<file path="config.mk">
export PLATFORM = sky130hd
export DESIGN_NAME = rtc_paged_regs
export DESIGN_NICKNAME = d
export VERILOG_FILES = /design/src/rtl/rtc_bus_pkg.sv /design/src/rtl/rtc_host_port.sv /design/src/rtl/rtc_alarm_cmp.sv /design/src/rtl/rtc_irq_ctrl.sv /design/src/rtl/rtc_regfile.sv /design/src/rtl/rtc_paged_regs.sv
export SDC_FILE = /design/constraint.sdc
export NUM_CORES = 1
export LEC_CHECK = 0
export BUFFER_PORTS_ARGS = -buffer_cell sky130_fd_sc_hd__clkbuf_2
export CAP_MARGIN = 20
export CORE_MARGIN = 3
export CORE_UTILIZATION = 55
export CTS_CLUSTER_SIZE = 12
export DETAILED_ROUTE_END_ITERATION = 7
export PLACE_DENSITY = 0.81
export SETUP_SLACK_MARGIN = 0.15
export SYNTH_ARGS = -nofsm -noshare
export SYNTH_HDL_FRONTEND = slang
export SYNTH_HIERARCHICAL = 1
export SYNTH_SLANG_ARGS = --single-unit
</file>
<file path="constraint.sdc">
create_clock -name clk -period 3.8 [get_ports clk]
set_input_delay 0 -clock clk [delete_from_list [all_inputs] [get_ports clk]]
set_output_delay 0 -clock clk [all_outputs]
set_load 0.02 [all_outputs]
</file>
<file path="src/rtl/rtc_bus_pkg.sv">
// Package: shared offsets and bit positions of the paged RTC register window.
// Assumes an 8-bit data bus; counter-related offsets are derived in the modules.
package rtc_bus_pkg;
    localparam int OFF_CTRL  = 0;
    localparam int OFF_STAT  = 1;
    localparam int OFF_MASK  = 2;
    localparam int OFF_AEN   = 3;
    localparam int CNT_BASE  = 4;

    localparam int CTRL_PAGE = 0;
    localparam int CTRL_SAVE = 1;

    localparam int NUM_IRQ   = 3;
    localparam int IRQ_TICK  = 0;
    localparam int IRQ_ALARM = 1;
    localparam int IRQ_PFAIL = 2;
endpackage

</file>
<file path="src/rtl/rtc_host_port.sv">
// Module: rtc_host_port
// Turns the level-style select into single-cycle access strobes and applies the
// power-fail lockout. Assumes cs is synchronous to clk and low for at least one
// clock between accesses.
module rtc_host_port (
    input  logic clk,
    input  logic rst_n,
    input  logic cs,
    input  logic wr,
    input  logic pwr_fail,
    output logic wr_stb,
    output logic rd_stb,
    output logic lock_rd,
    output logic pf_rise
);
    logic cs_q;
    logic pf_q;
    logic start;

    // Remember previous select and power-fail levels for edge detection.
    always_ff @(posedge clk) begin
        if (!rst_n) begin
            cs_q <= 1'b0;
            pf_q <= 1'b0;
        end else begin
            cs_q <= cs;
            pf_q <= pwr_fail;
        end
    end

    // Decode accepted and locked-out accesses.
    always_comb begin
        start   = cs && !cs_q;
        wr_stb  = start && wr && !pwr_fail;
        rd_stb  = start && !wr && !pwr_fail;
        lock_rd = start && !wr && pwr_fail;
        pf_rise = pwr_fail && !pf_q;
    end
endmodule

</file>
<file path="src/rtl/rtc_alarm_cmp.sv">
// Module: rtc_alarm_cmp
// Compares each enabled alarm byte with its counter byte and reports the
// start of a full match. Assumes counters and alarm bytes are stable per clock.
module rtc_alarm_cmp #(
    parameter int NUM_CNT = 7
) (
    input  logic                   clk,
    input  logic                   rst_n,
    input  logic [NUM_CNT*8-1:0]   cnt_vec,
    input  logic [NUM_CNT*8-1:0]   alm_vec,
    input  logic [NUM_CNT-1:0]     aen,
    output logic                   match,
    output logic                   match_rise
);
    logic [NUM_CNT-1:0] byte_ok;
    logic               match_q;

    // One comparator per counter byte; a disabled byte always agrees.
    for (genvar i = 0; i < NUM_CNT; i++) begin : g_cmp
        assign byte_ok[i] = !aen[i] || (cnt_vec[i*8 +: 8] == alm_vec[i*8 +: 8]);
    end

    // A match needs at least one enabled byte.
    assign match      = (|aen) && (&byte_ok);
    assign match_rise = match && !match_q;

    // Track previous match state so the flag fires once per match.
    always_ff @(posedge clk) begin
        if (!rst_n) match_q <= 1'b0;
        else        match_q <= match;
    end
endmodule

</file>
<file path="src/rtl/rtc_irq_ctrl.sv">
// Module: rtc_irq_ctrl
// Sticky interrupt flags with write-one-to-clear and per-flag mask.
// Assumes set and clear vectors are single-cycle qualified.
module rtc_irq_ctrl #(
    parameter int NUM_IRQ = 3
) (
    input  logic               clk,
    input  logic               rst_n,
    input  logic [NUM_IRQ-1:0] set_vec,
    input  logic [NUM_IRQ-1:0] clr_vec,
    input  logic [NUM_IRQ-1:0] mask,
    output logic [NUM_IRQ-1:0] flags,
    output logic               irq
);
    // Flags: clear first, then set, so a set in the same clock wins.
    always_ff @(posedge clk) begin
        if (!rst_n) flags <= '0;
        else        flags <= (flags & ~clr_vec) | set_vec;
    end

    // Interrupt output is the OR of unmasked flags.
    assign irq = |(flags & mask);
endmodule

</file>
<file path="src/rtl/rtc_regfile.sv">
// Module: rtc_regfile
// Control, mask and alarm-enable registers, the two-page byte store and the
// read mux. Assumes strobes are single-cycle and save never coincides with a
// host write (the lockout guarantees it).
module rtc_regfile
    import rtc_bus_pkg::*;
#(
    parameter int NUM_CNT    = 7,
    parameter int PAGE_BYTES = 32,
    localparam int ADDR_W    = $clog2(PAGE_BYTES)
) (
    input  logic                 clk,
    input  logic                 rst_n,
    input  logic                 wr_stb,
    input  logic                 rd_stb,
    input  logic                 lock_rd,
    input  logic                 save_stb,
    input  logic [ADDR_W-1:0]    addr,
    input  logic [7:0]           wdata,
    input  logic [NUM_CNT*8-1:0] cnt_vec,
    input  logic [NUM_IRQ-1:0]   flags,
    output logic [7:0]           rdata,
    output logic                 page,
    output logic [NUM_IRQ-1:0]   irq_mask,
    output logic [NUM_CNT-1:0]   aen,
    output logic [NUM_CNT*8-1:0] alm_vec,
    output logic [NUM_IRQ-1:0]   clr_vec
);
    localparam int ALM_BASE  = CNT_BASE + NUM_CNT;
    localparam int SAV_BASE  = ALM_BASE + NUM_CNT;
    localparam int RAM_DEPTH = 2 * PAGE_BYTES;
    localparam int IDX_W     = ADDR_W + 1;

    logic [1:0]         ctrl_q;
    logic [7:0]         ram_q [RAM_DEPTH];
    logic [IDX_W-1:0]   idx;
    logic               is_ctrl, is_stat, is_mask, is_aen, is_ram;
    logic [7:0]         rd_val;

    assign page = ctrl_q[CTRL_PAGE];
    assign idx  = {page, addr};

    // Region decode for the current page.
    always_comb begin
        is_ctrl = (addr == ADDR_W'(OFF_CTRL));
        is_stat = !page && (addr == ADDR_W'(OFF_STAT));
        is_mask = !page && (addr == ADDR_W'(OFF_MASK));
        is_aen  = !page && (addr == ADDR_W'(OFF_AEN));
        is_ram  = page ? !is_ctrl : (addr >= ADDR_W'(ALM_BASE));
    end

    // Read mux: registers, live counters, otherwise the byte store.
    always_comb begin
        rd_val = ram_q[idx];
        if (is_ctrl)      rd_val = 8'(ctrl_q);
        else if (is_stat) rd_val = 8'(flags);
        else if (is_mask) rd_val = 8'(irq_mask);
        else if (is_aen)  rd_val = 8'(aen);
        else if (!page) begin
            for (int i = 0; i < NUM_CNT; i++) begin
                if (addr == ADDR_W'(CNT_BASE + i)) rd_val = cnt_vec[i*8 +: 8];
            end
        end
    end

    // Write-one-to-clear request to the flag logic.
    assign clr_vec = (wr_stb && is_stat) ? wdata[NUM_IRQ-1:0] : '0;

    // Alarm compare bytes come straight out of the page 0 store.
    for (genvar i = 0; i < NUM_CNT; i++) begin : g_alm
        assign alm_vec[i*8 +: 8] = ram_q[ALM_BASE + i];
    end

    // Register and store updates, save-on-fail, and read data capture.
    always_ff @(posedge clk) begin
        if (!rst_n) begin
            ctrl_q   <= '0;
            irq_mask <= '0;
            aen      <= '0;
            rdata    <= '0;
            for (int i = 0; i < RAM_DEPTH; i++) ram_q[i] <= '0;
        end else begin
            if (wr_stb) begin
                if (is_ctrl) ctrl_q   <= wdata[1:0];
                if (is_mask) irq_mask <= wdata[NUM_IRQ-1:0];
                if (is_aen)  aen      <= wdata[NUM_CNT-1:0];
                if (is_ram)  ram_q[idx] <= wdata;
            end
            if (save_stb && ctrl_q[CTRL_SAVE]) begin
                for (int i = 0; i < NUM_CNT; i++)
                    ram_q[SAV_BASE + i] <= cnt_vec[i*8 +: 8];
            end
            if (rd_stb)       rdata <= rd_val;
            else if (lock_rd) rdata <= '0;
        end
    end
endmodule

</file>
<file path="src/rtl/rtc_paged_regs.sv">
// Module: rtc_paged_regs (top)
// Byte-wide paged host window of a real-time clock: registers, counter view,
// alarm compare with interrupt, and save-on-power-fail. Assumes the counter
// chain drives cnt_vec synchronously to clk.
module rtc_paged_regs
    import rtc_bus_pkg::*;
#(
    parameter int NUM_CNT    = 7,
    parameter int PAGE_BYTES = 32,
    localparam int ADDR_W    = $clog2(PAGE_BYTES)
) (
    input  logic                 clk,
    input  logic                 rst_n,
    input  logic                 cs,
    input  logic                 wr,
    input  logic [ADDR_W-1:0]    addr,
    input  logic [7:0]           wdata,
    output logic [7:0]           rdata,
    input  logic [NUM_CNT*8-1:0] cnt_vec,
    input  logic                 tick,
    input  logic                 pwr_fail,
    output logic                 irq
);
    logic                 wr_stb, rd_stb, lock_rd, pf_rise;
    logic                 page;
    logic                 alm_match, alm_rise;
    logic [NUM_IRQ-1:0]   irq_mask, flags, clr_vec, set_vec;
    logic [NUM_CNT-1:0]   aen;
    logic [NUM_CNT*8-1:0] alm_vec;

    rtc_host_port i_port (
        .clk(clk), .rst_n(rst_n), .cs(cs), .wr(wr), .pwr_fail(pwr_fail),
        .wr_stb(wr_stb), .rd_stb(rd_stb), .lock_rd(lock_rd), .pf_rise(pf_rise)
    );

    rtc_regfile #(.NUM_CNT(NUM_CNT), .PAGE_BYTES(PAGE_BYTES)) i_regs (
        .clk(clk), .rst_n(rst_n), .wr_stb(wr_stb), .rd_stb(rd_stb),
        .lock_rd(lock_rd), .save_stb(pf_rise), .addr(addr), .wdata(wdata),
        .cnt_vec(cnt_vec), .flags(flags), .rdata(rdata), .page(page),
        .irq_mask(irq_mask), .aen(aen), .alm_vec(alm_vec), .clr_vec(clr_vec)
    );

    rtc_alarm_cmp #(.NUM_CNT(NUM_CNT)) i_alarm (
        .clk(clk), .rst_n(rst_n), .cnt_vec(cnt_vec), .alm_vec(alm_vec),
        .aen(aen), .match(alm_match), .match_rise(alm_rise)
    );

    // Interrupt sources in their status bit positions.
    always_comb begin
        set_vec            = '0;
        set_vec[IRQ_TICK]  = tick;
        set_vec[IRQ_ALARM] = alm_rise;
        set_vec[IRQ_PFAIL] = pf_rise;
    end

    rtc_irq_ctrl #(.NUM_IRQ(NUM_IRQ)) i_irq (
        .clk(clk), .rst_n(rst_n), .set_vec(set_vec), .clr_vec(clr_vec),
        .mask(irq_mask), .flags(flags), .irq(irq)
    );
endmodule

</file>
==> impl_metrics.env <==
export IMPL_grt_usage=0.319
export IMPL_crit_type="flip-flop to flip-flop"
export IMPL_grt_pass1_wl_um=117000
export IMPL_whs_ns=0.0446
export IMPL_post_route_util=0.642
export IMPL_drt_iter0_drc=2803
export IMPL_worstSkewPairLatency_ns=0.63
export IMPL_cp_cell_sequence="nor2b_1 > nand3_1 > o311a_1 > o211ai_1 > or3_1 > o21ai_0 > dlygate4sd3_1"
export IMPL_p_leak_nw=11.0
export IMPL_synthCells=1847
export IMPL_vias=18000
export IMPL_syn_mean_instance_area_um2=14.1
export IMPL_clock_sinks=537
export IMPL_max_stage_delay_ns=0.58
export IMPL_power_density_nw_per_um2=440
export IMPL_fmax_mhz=316
export IMPL_relSlewSlack=0.382
export IMPL_worst_pin_slew_ns=0.926
export IMPL_status="complete, no violations"
export IMPL_ant_nets=0
export IMPL_post_dp_hpwl_um=55000
export IMPL_regToRegSetupSlack_ns=0.64
export IMPL_start_util=0.559
export IMPL_syn2layout_area_growth_pct=14.9
export IMPL_gp_congestion=1.05
export IMPL_crit_path_start_kind="flip-flop"
export IMPL_yosys_warnings=6
export IMPL_routed_wl_um=79700
export IMPL_final_layout_size_suffix_gt1_frac=0.186
export IMPL_clock_path_buffers=3
export IMPL_io_buffers=83
export IMPL_fin_skew_ns=0.0336
export IMPL_gr_total_overflow=0
export IMPL_fin_tns_setup_ns=0
export IMPL_wl_per_cell_um=29.1
export IMPL_end_kind="flip-flop"
export IMPL_slowest_stage="dlygate4sd3_1"
export IMPL_critical_path_peak_fanout=9
export IMPL_antenna_found_initial=4
export IMPL_cpLargestDelayFamily="simple AND/OR/NAND/NOR gates"
export IMPL_clk_pin_slew_ns=0.06
export IMPL_path_buf_inv=1
export IMPL_cts_tree="done"
export IMPL_vias_per_cell=6.56
export IMPL_fin_nets=2172
export IMPL_arrival_ns=3.53
export IMPL_grt_max_degree=68
export IMPL_drv_slew=0
export IMPL_drt_pass1_iter_count=6
export IMPL_num_io_pins=84
export IMPL_netlist_area_um2=26100
export IMPL_hold_path_class="input port to flip-flop"
export IMPL_rsz0062_at_grt="no"
export IMPL_die_w_um=224
export IMPL_core_area_um2=46700
export IMPL_setup_viol=0
export IMPL_cts_made_buffers=54
export IMPL_fp_dieH_um=224
export IMPL_die_area_um2=50100
export IMPL_maxCapViolCount=0
export IMPL_hold_violations=0
export IMPL_post_cts_buffers=0
export IMPL_period_needed_ns=3.16
export IMPL_post_route_period_util=0.833
export IMPL_cp_required_ns=4.16
export IMPL_drcViolationCount=0
export IMPL_cts_resized=0
export IMPL_placementRows=79
export IMPL_cts_root_buf="clkbuf_16"
export IMPL_cts_htree_levels=2
export IMPL_fill_cells=3205
export IMPL_peakVddDrop_v=0.000320
export IMPL_grt_pass1_vias=17800
-- registers in the layout, summed over array words and instances, names as in the netlist --
signal / cells
i_port/pf_q: 1
i_regs/ram_q: 511
i_irq/flags: 3
i_regs/ctrl_q: 2
i_port/cs_q: 1
i_alarm/match_q: 1
i_regs/rdata: 8
i_regs/aen: 7
i_regs/irq_mask: 3
-- path summary, 6_finish.rpt --
| path | from | endpoint | cells past startpoint |
|---|---|---|---|
| max | i_port/pf_q$_SDFF_PN0_ | i_regs/ram_q[23][1]$_DFFE_PP_ | 7 |
| min | wdata[1] | i_regs/ram_q[20][1]$_DFFE_PP_ | 3 |
| max reg2reg | i_port/pf_q$_SDFF_PN0_ | i_regs/ram_q[23][1]$_DFFE_PP_ | 7 |
| min reg2reg | i_regs/irq_mask[1]$_SDFFE_PN0P_ | i_regs/irq_mask[1]$_SDFFE_PN0P_ | 2 |
-- per-layer routing --
| layer | share of wire | vias to the layer above | global-route usage | wire (um) |
|---|---|---|---|---|
| li1 | - | 7373 | - | - |
| met1 | 0.36 | 8847 | 0.432 | 29000 |
| met2 | 0.45 | 1442 | 0.482 | 35500 |
| met3 | 0.13 | 310 | 0.0877 | 10500 |
| met4 | 0.058 | 0 | 0.157 | 4660 |
| met5 | 0 | - | 0 | 0 |
-- layout by cell type, fill, tap and decap left out, types with 7 or more instances in the layout --
master / count
a21oi_1: 31
a22o_1: 19
a22oi_1: 13
a31oi_1: 9
and2_1: 364
buf_4: 87
clkbuf_1: 17
clkbuf_16: 54
clkbuf_2: 81
clkinv_1: 9
conb_1: 95
dfxtp_1: 26
dlygate4sd3_1: 64
edfxtp_1: 511
inv_1: 19
mux2i_1: 20
mux4_1: 15
mux4_2: 128
nand2_1: 96
nand2b_1: 11
nand3_1: 31
nand4_1: 13
nor2_1: 78
nor2b_1: 14
nor4_1: 9
o211ai_1: 7
o21ai_0: 114
o22ai_1: 10
or2_2: 8
or3_1: 7
xnor2_1: 48
xor2_1: 8
-- metrics by stage --
step	worst slack [ns]	cell area (um2)	power (W)	instances
6_report	0.635	30000	0.0132	2740
5_1_grt	0.579	30000	0.0135	2739
4_1_cts	0.802	30000	0.0132	2738
3_5_place_dp	0.789	27700	0.00805	2584
3_3_place_gp	0.838	27700	0.00802	2584
2_1_floorplan	1.11	26400	0.00754	1941
-- worst register-to-register path, delay by kind of cell, from the launching register on --
kind / cells / cell delay, ns
AND/OR/NAND/NOR: 3 / 1.07
AO/OA/AOI/OAI: 3 / 0.95
buffers and inverters: 1 / 0.58
flip-flops: 1 / 0.31
-- cell type report --
class                      instances  area (um2)  share of cell area
tap                              607         759              0.0254
multi-input combinational       1245        9790               0.327
sequential                       537       15900               0.530
clock inverter                    15         185             0.00618
antenna                            2        5.00            0.000167
clock buffer                      75        1470              0.0491
timing repair buffer             238        1800              0.0602
inverter                          21        78.8             0.00263
-- timing repair --
| action | CTS | global route |
|---|---|---|
| hold buffers | 64 | 0 |
| endpoints found under the hold margin | 69 | 0 |
| setup endpoints to repair | 0 | 0 |
-- power breakdown --
group	leakage, nW	switching, W	internal (W)
Clock	0.802	0.00220	0.00295
Sequential	5.48	0.0000902	0.00670
Combinational	4.68	0.000759	0.000475
No activity file was read; power rests on OpenSTA's default activity.
